--- src/rtl/card_win_pkg.sv ---
package card_win_pkg;

  // Register indices inside each bank (longword stride)
  typedef enum logic [2:0] {
    RI_BASE = 3'd0,
    RI_CTRL = 3'd1,
    RI_TIME = 3'd2,
    RI_STAT = 3'd3,
    RI_SCR  = 3'd4
  } reg_idx_e;

  // Segment numbers in offset bits [CARD_W-1:CARD_W-2]
  localparam int unsigned SEG_ID   = 0;
  localparam int unsigned SEG_PER  = 1;
  localparam int unsigned SEG_ROM  = 2;
  localparam int unsigned SEG_RAM  = 3;
  localparam int unsigned NUM_SEG  = 4;

  function automatic logic [31:0] bswap32(input logic [31:0] d);
    return {d[7:0], d[15:8], d[23:16], d[31:24]};
  endfunction

endpackage

--- src/rtl/card_addr_match.sv ---
module card_addr_match #(
  parameter int unsigned BASE_W   = 8,
  parameter int unsigned CFG_BASE = 'hE8
) (
  input  logic [BASE_W-1:0] addr_hi,
  input  logic              chain_in,
  input  logic              configured,
  input  logic [BASE_W-1:0] base,
  output logic              hit
);

  localparam logic [BASE_W-1:0] CfgHi = BASE_W'(CFG_BASE);

  logic cfg_hit;
  logic run_hit;

  always_comb begin
    cfg_hit = chain_in && !configured && (addr_hi == CfgHi);
    run_hit = configured && (addr_hi == base);
    hit     = cfg_hit || run_hit;
  end

endmodule

--- src/rtl/card_seg_decode.sv ---
module card_seg_decode
  import card_win_pkg::*;
(
  input  logic               valid,
  input  logic               hit,
  input  logic               configured,
  input  logic [1:0]         seg,
  input  logic               upper_half,
  input  logic [1:0]         low_bits,
  output logic [NUM_SEG-1:0] sel,
  output logic               reg_acc
);

  logic base_ok;

  always_comb begin
    base_ok = valid && hit;
    sel[SEG_ID] = base_ok && (seg == 2'(SEG_ID)) && !upper_half;
    reg_acc     = base_ok && (seg == 2'(SEG_ID)) && upper_half && (low_bits == 2'b00);
  end

  // Device segments only respond on a configured card
  for (genvar g = 1; g < NUM_SEG; g++) begin : g_dev_sel
    always_comb sel[g] = base_ok && configured && (seg == 2'(g));
  end

endmodule

--- src/rtl/card_reg_file.sv ---
module card_reg_file
  import card_win_pkg::*;
#(
  parameter int unsigned OFF_W  = 13,
  parameter int unsigned BASE_W = 8,
  parameter int unsigned CTRL_W = 8,
  parameter int unsigned TIM_W  = 2
) (
  input  logic              clk,
  input  logic              rst_n,
  input  logic              acc,
  input  logic              rd_stb,
  input  logic              we,
  input  logic [OFF_W-1:2]  off,
  input  logic [31:0]       wdata,
  input  logic              irq_in,
  output logic [BASE_W-1:0] base,
  output logic              configured,
  output logic [CTRL_W-1:0] ctrl,
  output logic [TIM_W-1:0]  timing,
  output logic              irq_pend,
  output logic [31:0]       rd_data
);

  localparam int unsigned IDX_W = OFF_W - 4;

  logic              bank_sw, bank_rd;
  logic [IDX_W-1:0]  idx;
  logic [31:0]       wd_eff;
  logic              wr_ok, rd_ok;
  logic [31:0]       rd_val, rd_val_bus;

  logic [BASE_W-1:0] base_q, base_d;
  logic              cfg_q, cfg_d;
  logic [CTRL_W-1:0] ctrl_q, ctrl_d;
  logic [TIM_W-1:0]  tim_q, tim_d;
  logic              irq_q, irq_d;
  logic [31:0]       scr_q, scr_d;
  logic [31:0]       rdq, rdd;
  logic              en_ctrl_state;

  always_comb begin
    bank_sw = off[OFF_W-1];
    bank_rd = off[OFF_W-2];
    idx     = off[OFF_W-3:2];
    wd_eff  = bank_sw ? bswap32(wdata) : wdata;
    wr_ok   = acc && we && !bank_rd;
    rd_ok   = acc && !we && bank_rd;
  end

  // Next-state for the writable registers
  always_comb begin
    base_d = base_q;
    cfg_d  = cfg_q;
    ctrl_d = ctrl_q;
    tim_d  = tim_q;
    scr_d  = scr_q;
    en_ctrl_state = wr_ok;
    if (wr_ok) begin
      unique case (idx)
        IDX_W'(RI_BASE): begin
          base_d = wd_eff[BASE_W-1:0];
          cfg_d  = 1'b1;
        end
        IDX_W'(RI_CTRL): ctrl_d = wd_eff[CTRL_W-1:0];
        IDX_W'(RI_TIME): tim_d  = wd_eff[TIM_W-1:0];
        IDX_W'(RI_SCR):  scr_d  = wd_eff;
        default: ;
      endcase
    end
  end

  // Interrupt latch: set dominates clear
  always_comb begin
    irq_d = irq_in ||
            (irq_q && !(wr_ok && (idx == IDX_W'(RI_STAT)) && wd_eff[0]));
  end

  // Read path
  always_comb begin
    unique case (idx)
      IDX_W'(RI_BASE): rd_val = 32'(base_q);
      IDX_W'(RI_STAT): rd_val = {31'd0, irq_q};
      IDX_W'(RI_SCR):  rd_val = scr_q;
      default:         rd_val = 32'd0;
    endcase
    rd_val_bus = bank_sw ? bswap32(rd_val) : rd_val;
    rdd = rdq;
    if (rd_stb) rdd = rd_ok ? rd_val_bus : 32'd0;
  end

  always_ff @(posedge clk or negedge rst_n) begin
    if (!rst_n) begin
      base_q <= '0;
      cfg_q  <= 1'b0;
      ctrl_q <= '0;
      tim_q  <= '0;
      scr_q  <= '0;
    end else if (en_ctrl_state) begin
      base_q <= base_d;
      cfg_q  <= cfg_d;
      ctrl_q <= ctrl_d;
      tim_q  <= tim_d;
      scr_q  <= scr_d;
    end
  end

  always_ff @(posedge clk or negedge rst_n) begin
    if (!rst_n) begin
      irq_q <= 1'b0;
      rdq   <= '0;
    end else begin
      irq_q <= irq_d;
      if (rd_stb) rdq <= rdd;
    end
  end

  always_comb begin
    base       = base_q;
    configured = cfg_q;
    ctrl       = ctrl_q;
    timing     = tim_q;
    irq_pend   = irq_q;
    rd_data    = rdq;
  end

endmodule

--- src/rtl/card_window_dec.sv ---
module card_window_dec
  import card_win_pkg::*;
#(
  parameter int unsigned ADDR_W   = 24,
  parameter int unsigned CARD_W   = 16,
  parameter int unsigned CFG_BASE = 'hE8,
  parameter int unsigned CTRL_W   = 8,
  parameter int unsigned TIM_W    = 2
) (
  input  logic              clk,
  input  logic              rst_n,
  input  logic              chain_in,
  input  logic              bus_valid,
  input  logic              bus_we,
  input  logic [ADDR_W-1:0] bus_addr,
  input  logic [31:0]       bus_wdata,
  input  logic              irq_in,
  output logic [31:0]       rd_data,
  output logic              sel_acinfo,
  output logic              sel_periph,
  output logic              sel_rom,
  output logic              sel_ram,
  output logic [CTRL_W-1:0] ctrl_out,
  output logic [TIM_W-1:0]  timing_out,
  output logic              irq_out,
  output logic              cfg_out
);

  localparam int unsigned BASE_W = ADDR_W - CARD_W;
  localparam int unsigned OFF_W  = CARD_W - 3;

  logic              rst_s1_n, rst_q_n;
  logic              hit, reg_acc, configured;
  logic [BASE_W-1:0] base;
  logic [NUM_SEG-1:0] sel;

  // Reset: asynchronous assert, synchronized release
  always_ff @(posedge clk or negedge rst_n) begin
    if (!rst_n) begin
      rst_s1_n <= 1'b0;
      rst_q_n  <= 1'b0;
    end else begin
      rst_s1_n <= 1'b1;
      rst_q_n  <= rst_s1_n;
    end
  end

  card_addr_match #(.BASE_W(BASE_W), .CFG_BASE(CFG_BASE)) u_match (
    .addr_hi    (bus_addr[ADDR_W-1:CARD_W]),
    .chain_in   (chain_in),
    .configured (configured),
    .base       (base),
    .hit        (hit)
  );

  card_seg_decode u_seg (
    .valid      (bus_valid),
    .hit        (hit),
    .configured (configured),
    .seg        (bus_addr[CARD_W-1:CARD_W-2]),
    .upper_half (bus_addr[CARD_W-3]),
    .low_bits   (bus_addr[1:0]),
    .sel        (sel),
    .reg_acc    (reg_acc)
  );

  card_reg_file #(
    .OFF_W(OFF_W), .BASE_W(BASE_W), .CTRL_W(CTRL_W), .TIM_W(TIM_W)
  ) u_regs (
    .clk        (clk),
    .rst_n      (rst_q_n),
    .acc        (reg_acc),
    .rd_stb     (bus_valid && !bus_we),
    .we         (bus_we),
    .off        (bus_addr[OFF_W-1:2]),
    .wdata      (bus_wdata),
    .irq_in     (irq_in),
    .base       (base),
    .configured (configured),
    .ctrl       (ctrl_out),
    .timing     (timing_out),
    .irq_pend   (irq_out),
    .rd_data    (rd_data)
  );

  always_comb begin
    sel_acinfo = sel[SEG_ID];
    sel_periph = sel[SEG_PER];
    sel_rom    = sel[SEG_ROM];
    sel_ram    = sel[SEG_RAM];
    cfg_out    = configured;
  end

endmodule

--- config.mk ---
export PLATFORM = sky130hd
export DESIGN_NAME = card_window_dec
export DESIGN_NICKNAME = d
export VERILOG_FILES = /design/src/rtl/card_win_pkg.sv /design/src/rtl/card_addr_match.sv /design/src/rtl/card_seg_decode.sv /design/src/rtl/card_reg_file.sv /design/src/rtl/card_window_dec.sv
export SDC_FILE = /design/constraint.sdc
export NUM_CORES = 1
export LEC_CHECK = 0
export ABC_AREA = 1
export BUFFER_PORTS_ARGS = -buffer_cell sky130_fd_sc_hd__buf_4
export CAP_MARGIN = 20
export CORE_UTILIZATION = 40
export DETAILED_ROUTE_END_ITERATION = 8
export GPL_TIMING_DRIVEN = 1
export SYNTH_ARGS = -nofsm -noshare
export SYNTH_HDL_FRONTEND = slang
export SYNTH_HIERARCHICAL = 1
export SYNTH_SLANG_ARGS = --single-unit
--- constraint.sdc ---
create_clock -name clk -period 4.55 [get_ports clk]
set_input_delay 0 -clock clk [delete_from_list [all_inputs] [get_ports clk]]
set_output_delay 0 -clock clk [all_outputs]
set_load 0.02 [all_outputs]
==> results.yml, run 1 <==
clock_network:
  h-tree-depth: 3
  clock_sinks: 86
  worstSkewPairLatency_ns: 0.33
  cts_tree: "done"
  numCtsBuffers: 9
  clkTransAtPathRegs_ns: 0.06
  ctsResizeCount: 0
  cts-root-buf: "clkbuf_16"
  cts_buffer_depth: 2
synthesis:
  yosysMostFrequentCell: "nand2_1"
  synth_area_per_cell_sq_um: 7.811
  synth_commonest_cells: "nand2_1, dfrtp_1, inv_1"
  syn_inst: 584
  ys_seq_area_share_pct: 47.17
  synth_ff_type: "dfrtp_1"
  synth.area.top_cells: "dfrtp_1, nand2_1, mux2i_1"
  synth.largest_area_cell: "dfrtp_1"
  synth_edf_count: 0
  synth_seq_cells: 86
  ys_async_sr_fraction_pct: 100.0
  synth_top_area_share_pct: 47.17
  synth_cell_types: 27
  syn_area_sq_um: 4562
  synth_fp_nets: 646
  ys_warn_count: 6
timing:
  drv_slew: 0
  worst_slew_pin_slew_ns: 0.9169
  setup_viol: 0
  rsz0062_at_grt: "false"
  finalCriticalPeriod_ns: 2.702
  finalClockSkew_ns: 0.007218
  hold_viol: 0
  timing.fmax_mhz: 370.0
  fin_ws_ns: 1.848
  tns_ns: 0
  slew_headroom_pct: 38.80
  finalCritPeriodShare_pct: 59.39
global_routing:
  use_met1_pct: 31.65
  busiest_layer: "met1"
  antenna_found_initial: 0
  met2_usage_pct: 29.43
  grt_pass1_wl_mm: 18.64
  first_global_vias: 3746
  grt_overflow: 0
  grt_max_degree: 85
  use_met3_pct: 3.467
  grtUsageTotal_pct: 20.70
cells_and_area:
  area_growth_pct: 35.96
  antenna_cells: 0
  nFillCells: 1059
  final_area_sq_um: 6202
  drive_above_1_share_pct: 21.05
  final_util_pct: 56.47
  nets: 784
  finalNonFillerCells: 867
routing:
  drc: 0
  vias: 4178
  drtIter0Drc: 258
  dr.pass1.iters: 5
  wire_per_inst_microns: 13.39
  via_per_inst: 4.819
  detail-route-antenna-nets: 0
  wirelength_mm: 11.61
power_and_ir_drop:
  clkPwrFrac_pct: 45.5
  p_switching_uw: 381.9
  power_frac_seq_pct: 44.4
  internal_power_mw: 1.348
  pwr-share-comb_pct: 10.0
  power.share.switching_pct: 22.07
  power_density_nw_per_um2: 279.0
  p_leak_nw: 3.220
  ir_drop_mv: 0.2203
placement:
  post-place-ws_ns: 1.987
  hpwl_mm: 8.173
  gp_congestion: 0.7776
  placement.cell_area_sq_um: 5420
  place_inst: 807
  portBuffers: 109
floorplanning:
  placementRows: 38
  die_x_microns: 108.8
  dieArea_sq_um: 11840
  coreArea_sq_um: 10980
  io_pins: 110
  initial_core_util_pct: 41.54
  die_h_microns: 108.8
worst_setup_path:
  startpoint: "u_regs/base[4]$_DFFE_PN0P_"
  crit_fanout: 10
  worstSetupPathType: "reg2reg"
  worstPathArrival_ns: 2.91
  crit_path_start_kind: "register"
  end_kind: "register"
  r2r-start: "u_regs/base[4]$_DFFE_PN0P_"
  crit_required_ns: 4.76
job:
  drv_cap: 0
hold_path:
  hold_path.class: "in2reg"
  hold_start: "bus_addr[3]"
run_status:
  outcome: "finished, final reports clean"
power by group through the flow:
stage | clock network (mW) | logic (mW) | registers (mW)
2_1_floorplan | 0 | 0.0634 | 0.790
3_3_place_gp | 0 | 0.123 | 0.795
3_5_place_dp | 0 | 0.126 | 0.795
4_1_cts | 0.802 | 0.158 | 0.780
5_1_grt | 0.845 | 0.192 | 0.769
6_report | 0.788 | 0.173 | 0.769
repair_timing:
item                                    4_1_cts  5_1_grt
buffers inserted                              0        0
endpoints found under the hold margin        25        1
endpoints found under the setup margin        0        0
hold buffers                                 42        1
logic make-up (layout without fill, tap and decap cells):
kind of cell	after synthesis	after routing	share of synthesized area [%]
AND/OR/NAND/NOR	276	276	26.08
AO/OA/AOI/OAI	96	96	11.27
buffers and inverters	95	238	8.804
flip-flops	86	86	47.17
multiplexers	30	30	6.583
other	1	1	0.08220
worst max-delay path: stages, from the launching register on:
cell,delay [ns]
dfrtp_1,0.42
inv_1,0.07
nand2_1,0.05
nand2_1,0.05
nand2_1,0.05
nor2_1,0.08
nand3_1,0.08
nand2_1,0.06
nand2_1,0.04
inv_1,0.06
nand2_1,0.06
nor2_1,0.12
nand2_1,0.08
nor2_2,0.19
inv_1,0.11
nor2_4,0.24
nand4_1,0.13
nand2_1,0.07
nand2_1,0.04
dlygate4sd3_1,0.56
sequential cells by signal, summed over array words and instances, names as in the netlist, 2 cells and up:
register        cells
u_regs/rd_data     32
u_regs/scr_q       32
u_regs/base         8
u_regs/ctrl         8
u_regs/timing       2
path summary, 6_finish.rpt:
path,endpoint,slack [ns],cells past startpoint
max,u_regs/irq_pend$_DFF_PN0_,1.85,19
min,u_regs/ctrl[6]$_DFFE_PN0P_,0.05,5
max reg2reg,u_regs/irq_pend$_DFF_PN0_,1.85,19
min reg2reg,u_regs/timing[1]$_DFFE_PN0P_,0.19,0
max in group asynchronous,u_regs/rd_data[6]$_DFFE_PN0P_,3.76,1
min in group asynchronous,u_regs/timing[1]$_DFFE_PN0P_,0.19,0
cell usage in the layout, fill, tap and decap left out, types with 8 or more instances in the layout:
cell type / instances
nand2_1: 184
buf_4: 110
dfrtp_1: 85
inv_1: 66
nand3_1: 50
o21ai_0: 48
dlygate4sd3_1: 43
mux2i_1: 30
o21ai_1: 21
nor2_1: 20
a21oi_1: 18
clkbuf_16: 9
o21ai_2: 8
final cells by class:
cell class	instances	area (sq um)	area share (%)
multi-input cells	403	2008	32.38
inverters	68	255.2	4.115
clock inverters	6	85.08	1.372
well taps	140	175.2	2.824
clock buffers	10	239.0	3.853
repair buffers	154	1284	20.70
flip-flops and latches	86	2156	34.76
layer usage:
layer,vias up,routed length (microns)
met1,1903,5908
li1,2155,-
met5,-,0
met2,111,5094
met3,9,498
met4,0,108
metrics by stage:
stage                     total power [mW]  hold WS, ns
after floorplan                     0.8538      -0.2956
after global placement              0.9182      -0.2175
after detailed placement            0.9211      -0.2161
after CTS                            1.740     0.003167
after global routing                 1.805      0.06155
final                                1.730      0.05000
Power figures use the tool's default switching activity.
==> run 2, diff against run 1 <==
==> constraint.sdc (replaced) <==
create_clock -name clk -period 2.55 [get_ports clk]
set_input_delay 0 -clock clk [delete_from_list [all_inputs] [get_ports clk]]
set_output_delay 0 -clock clk [all_outputs]
set_load 0.02 [all_outputs]
==> results.yml, run 2 (synthesized netlist as in run 1, its figures left out) <==
power_and_ir_drop:
  p_leak_nw: 3.214
  power_density_nw_per_um2: 469.8
  ir_drop_mv: 0.2767
clock_network:
  cts_tree: "done"
  cts-root-buf: "clkbuf_16"
  numCtsBuffers: 9
  clock_sinks: 86
  worstSkewPairLatency_ns: 0.34
  clkTransAtPathRegs_ns: 0.06
  h-tree-depth: 3
  cts_buffer_depth: 2
global_routing:
  grtUsageTotal_pct: 20.71
  grt_max_degree: 66
  antenna_found_initial: 0
  first_global_vias: 3799
  grt_overflow: 0
  grt_pass1_wl_mm: 18.71
cells_and_area:
  final_util_pct: 56.63
  drive_above_1_share_pct: 21.39
  nets: 791
  area_growth_pct: 36.34
  antenna_cells: 0
  final_common_cell: "nand2_1"
  final_cell_mix: "nand2_1, buf_4, dfrtp_1"
run_status:
  outcome: "finished, final reports clean"
floorplanning:
  die_h_microns: 108.8
  dieArea_sq_um: 11840
  io_pins: 110
  coreArea_sq_um: 10980
  initial_core_util_pct: 41.54
  die_x_microns: 108.8
  placementRows: 38
worst_setup_path:
  crit_chain: "inv_1, a21oi_2, nand2_1, nor2_1, nand3_1, nand2_1, nand2_1, inv_1, nand2_1, nor2_1, nand2_1, nor2_4, inv_1, nor2_4, buf_4, nand2_2, o21ai_1, inv_1"
  path_delay_family: "simple AND/OR/NAND/NOR gates"
  cp_common_cell: "nand2_1"
  critPathMaxStageDelay_ns: 0.41
  worstSetupPathType: "reg2reg"
  critPathBufInv: 5
  end_kind: "register"
  crit_path_top_delay_cell: "dfrtp_1"
  crit_required_ns: 2.78
  crit_fanout: 10
  worstPathArrival_ns: 2.56
  crit_path_start_kind: "register"
routing:
  dr.max_layer_used: "met4"
  met2_length_mm: 5.183
  via_per_inst: 4.911
  drc: 0
  routed-wl-met3_microns: 603
  vias: 4292
  detail-route-antenna-nets: 0
  wirelength_mm: 11.71
  dr.pass1.iters: 5
  wl_met1_mm: 5.809
  drtIter0Drc: 303
  wire_per_inst_microns: 13.40
placement:
  hpwl_mm: 8.183
  gp_congestion: 0.7743
  portBuffers: 109
timing:
  hold_ws_ns: 0.03866
  slew_headroom_pct: 38.86
  finalCritPeriodShare_pct: 91.33
  drv_slew: 0
  finalCriticalPeriod_ns: 2.329
  finalClockSkew_ns: 0.006711
  hold_viol: 0
  setup_viol: 0
  timing.fmax_mhz: 429.4
  worst_slew_pin_slew_ns: 0.9075
hold_path:
  hold_path.class: "in2reg"
job:
  drv_cap: 0
[run 2: timing repair]
item | CTS | global route
hold buffers | 44 | 0
resized for setup | 0 | 3
setup buffers | 0 | 2
endpoints found under the setup margin | 0 | 35
hold endpoints to repair | 27 | 0
[run 2: area by class of cell]
class	count	area (sq um)
clock buffer	13	260.3
fill	1058	4763
timing repair buffer	161	1331
clock inverter	3	20.02
tap	140	175.2
sequential	86	2156
multi-input combinational	403	2022
inverter	68	255.2
[run 2: final timing paths]
kind / start / end / slack (ns) / cells after the start
min in group asynchronous: rst_q_n$_DFF_PN0_ / u_regs/scr_q[17]$_DFFE_PN0P_ / 0.36 / 0
worst max-delay path: u_regs/configured$_DFFE_PN0P_ / u_regs/ctrl[1]$_DFFE_PN0P_ / 0.22 / 18
max in group asynchronous: rst_q_n$_DFF_PN0_ / u_regs/timing[0]$_DFFE_PN0P_ / 1.58 / 1
worst max register to register: u_regs/configured$_DFFE_PN0P_ / u_regs/ctrl[1]$_DFFE_PN0P_ / 0.22 / 18
worst min register to register: rst_q_n$_DFF_PN0_ / u_regs/scr_q[17]$_DFFE_PN0P_ / 0.36 / 0
worst min-delay path: bus_addr[3] / u_regs/ctrl[5]$_DFFE_PN0P_ / 0.04 / 5
[run 2: tightest hold or removal path: stages]
cell and delay (ns):
buf_4 0.11, nor3_4 0.06, nand3_1 0.08, nand2_1 0.05, inv_1 0.04
[run 2: per-stage QoR]
stage | cell area, sq um | TNS (ns) | setup slack (ns) | instances | total power [mW]
5_1_grt | 6220 | -0.004730 | -0.004730 | 874 | 3.036
6_report | 6220 | 0 | 0.2211 | 874 | 2.922
4_1_cts | 6191 | 0 | 0.1646 | 872 | 2.953
3_3_place_gp | 5470 | 0 | 0.2446 | 812 | 1.644
3_5_place_dp | 5470 | 0 | 0.1826 | 812 | 1.649
2_1_floorplan | 4563 | 0 | 0.3562 | 584 | 1.524
[run 2: power by group]
group	switching (mW)	internal (mW)	leakage (nW)
clock network	0.526	0.713	0.132
registers	0.0149	1.37	1.14
logic	0.141	0.161	1.94
[run 2: routing by layer]
layer / up-vias / GRT usage, %
met2: 132 / 30.24
met5: - / 0
met3: 8 / 3.288
met1: 1990 / 31.61
li1: 2162 / -
met4: 0 / 5.502
==> run 3, diff against run 2 <==
--- a/config.mk
+++ b/config.mk
@@ -11,6 +11,7 @@
 export CORE_UTILIZATION = 40
 export DETAILED_ROUTE_END_ITERATION = 8
 export GPL_TIMING_DRIVEN = 1
+export PLACE_DENSITY = 0.61
 export SYNTH_ARGS = -nofsm -noshare
 export SYNTH_HDL_FRONTEND = slang
 export SYNTH_HIERARCHICAL = 1
==> results.yml, run 3 (synthesized netlist as in run 1, its figures left out) <==
run_status:
  outcome: "finished, final reports clean"
worst_setup_path:
  critPathMaxStageDelay_ns: 0.40
  path_delay_family: "simple AND/OR/NAND/NOR gates"
  crit_path_start_kind: "register"
  crit_chain: "inv_1, a21oi_2, nand2_1, nor2_1, nand3_1, nand2_1, nand2_1, inv_1, nand2_1, nor2_2, nand2_1, nor2_2, inv_1, nor2_4, buf_6, nand3_1, a21oi_1, inv_1"
  crit_fanout: 9
  worstPathArrival_ns: 2.59
  end_kind: "register"
  worstSetupPathType: "reg2reg"
  cp.depth: 18
  cp_common_cell: "nand2_1"
  reg2reg_slack_ns: 0.19
  rr_worst_depth: 18
  crit_path_top_delay_cell: "dfrtp_1"
  r2r-start: "u_regs/configured$_DFFE_PN0P_"
  crit_end: "u_regs/timing[1]$_DFFE_PN0P_"
  crit_required_ns: 2.78
  r2r-end: "u_regs/timing[1]$_DFFE_PN0P_"
  startpoint: "u_regs/configured$_DFFE_PN0P_"
  critPathBufInv: 5
power_and_ir_drop:
  clkPwrFrac_pct: 42.4
  power_frac_seq_pct: 47.2
  ir_drop_mv: 0.2661
  internal_power_mw: 2.198
  fin_total_pwr_mw: 2.926
  p_switching_uw: 728.0
  power_density_nw_per_um2: 470.5
  p_leak_nw: 3.215
  power.share.switching_pct: 24.88
  pwr-share-comb_pct: 10.4
timing:
  hold_viol: 0
  finalCritPeriodShare_pct: 92.65
  fin_ws_ns: 0.1874
  hold_ws_ns: 0.04085
  tns_ns: 0
  timing.fmax_mhz: 423.3
  drv_slew: 0
  worst_slew_pin_slew_ns: 0.9105
  slew_headroom_pct: 38.66
  finalClockSkew_ns: 0.008418
  setup_viol: 0
  finalCriticalPeriod_ns: 2.363
  rsz0062_at_grt: "false"
global_routing:
  grtUsageTotal_pct: 21.22
  grt_pass1_wl_mm: 19.18
  grt_overflow: 0
  antenna_found_initial: 0
  grt_max_degree: 66
  first_global_vias: 3870
cells_and_area:
  area_growth_pct: 36.34
  nets: 790
  drive_above_1_share_pct: 21.83
  final_cell_mix: "nand2_1, buf_4, dfrtp_1"
  final_common_cell: "nand2_1"
  nFillCells: 1012
  antenna_cells: 0
  finalNonFillerCells: 873
routing:
  vias: 4203
  drtIter0Drc: 284
  drc: 0
  wirelength_mm: 11.88
  detail-route-antenna-nets: 0
  wire_per_inst_microns: 13.61
  via_per_inst: 4.814
  dr.pass1.iters: 5
clock_network:
  numCtsBuffers: 9
  cts_buffer_depth: 2
  worstSkewPairLatency_ns: 0.34
  clock_sinks: 86
  h-tree-depth: 3
  cts_tree: "done"
  clkTransAtPathRegs_ns: 0.06
  cts-root-buf: "clkbuf_16"
hold_path:
  hold_path.class: "in2reg"
floorplanning:
  io_pins: 110
  placementRows: 38
  die_x_microns: 108.8
  coreArea_sq_um: 10980
  initial_core_util_pct: 41.54
  die_h_microns: 108.8
  dieArea_sq_um: 11840
placement:
  post-place-ws_ns: 0.1831
  place_inst: 812
  gp_congestion: 0.8349
  portBuffers: 109
  hpwl_mm: 8.345
job:
  drv_cap: 0
## run 3: cell type report
type	instances	area, sq um	area share (%)
Sequential cell	86	2156	34.66
Clock buffer	9	225.2	3.621
Tap cell	140	175.2	2.816
Clock inverter	7	57.56	0.9254
Multi-Input combinational cell	403	2023	32.53
Timing Repair Buffer	160	1328	21.34
Inverter	68	255.2	4.104
## run 3: stage by stage
| stage | instance area [sq um] | util, % |
|---|---|---|
| floorplan | 4563 | - |
| global placement | 5470 | 49.81 |
| detailed placement | 5470 | 49.81 |
| CTS | 6193 | 56.39 |
| global route | 6220 | 56.63 |
| finish | 6220 | 56.63 |
## run 3: metal layers
| layer | vias up | global-route usage [%] | routed length (microns) |
|---|---|---|---|
| li1 | 2171 | - | - |
| met1 | 1931 | 31.58 | 5945 |
| met2 | 99 | 31.69 | 5394 |
| met3 | 2 | 3.706 | 500 |
| met4 | 0 | 5.502 | 40 |
| met5 | - | 0 | 0 |
## run 3: how the worst min path moves through the flow
stage / from / to / depth (start not counted)
finish: bus_addr[3] / u_regs/ctrl[5]$_DFFE_PN0P_ / 5
global route: bus_addr[3] / u_regs/ctrl[5]$_DFFE_PN0P_ / 5
CTS: bus_addr[3] / u_regs/ctrl[5]$_DFFE_PN0P_ / 5
detailed placement: rst_n / rst_s1_n$_DFF_PN0_ / 1
global placement: rst_n / rst_s1_n$_DFF_PN0_ / 1
floorplan: rst_n / rst_q_n$_DFF_PN0_ / 0
## run 3: power by group through the flow
| stage | sequential, mW | clock [mW] | combinational (mW) |
|---|---|---|---|
| after CTS | 1.38 | 1.28 | 0.302 |
| after detailed placement | 1.41 | 0 | 0.242 |
| after floorplan | 1.41 | 0 | 0.113 |
| after global routing | 1.38 | 1.34 | 0.333 |
| final | 1.38 | 1.24 | 0.304 |
| after global placement | 1.41 | 0 | 0.237 |
## run 3: repair_timing
action / in CTS / in global routing
hold buffers: 44 / 0
setup buffers: 0 / 1
resized for setup: 0 / 5
hold endpoints to repair: 27 / 0
setup endpoints to repair: 0 / 35
## run 3: tightest hold or removal path: stages
cell     delay, ns
buf_4         0.11
nor3_4        0.06
nand3_1       0.08
nand2_1       0.05
inv_1         0.04
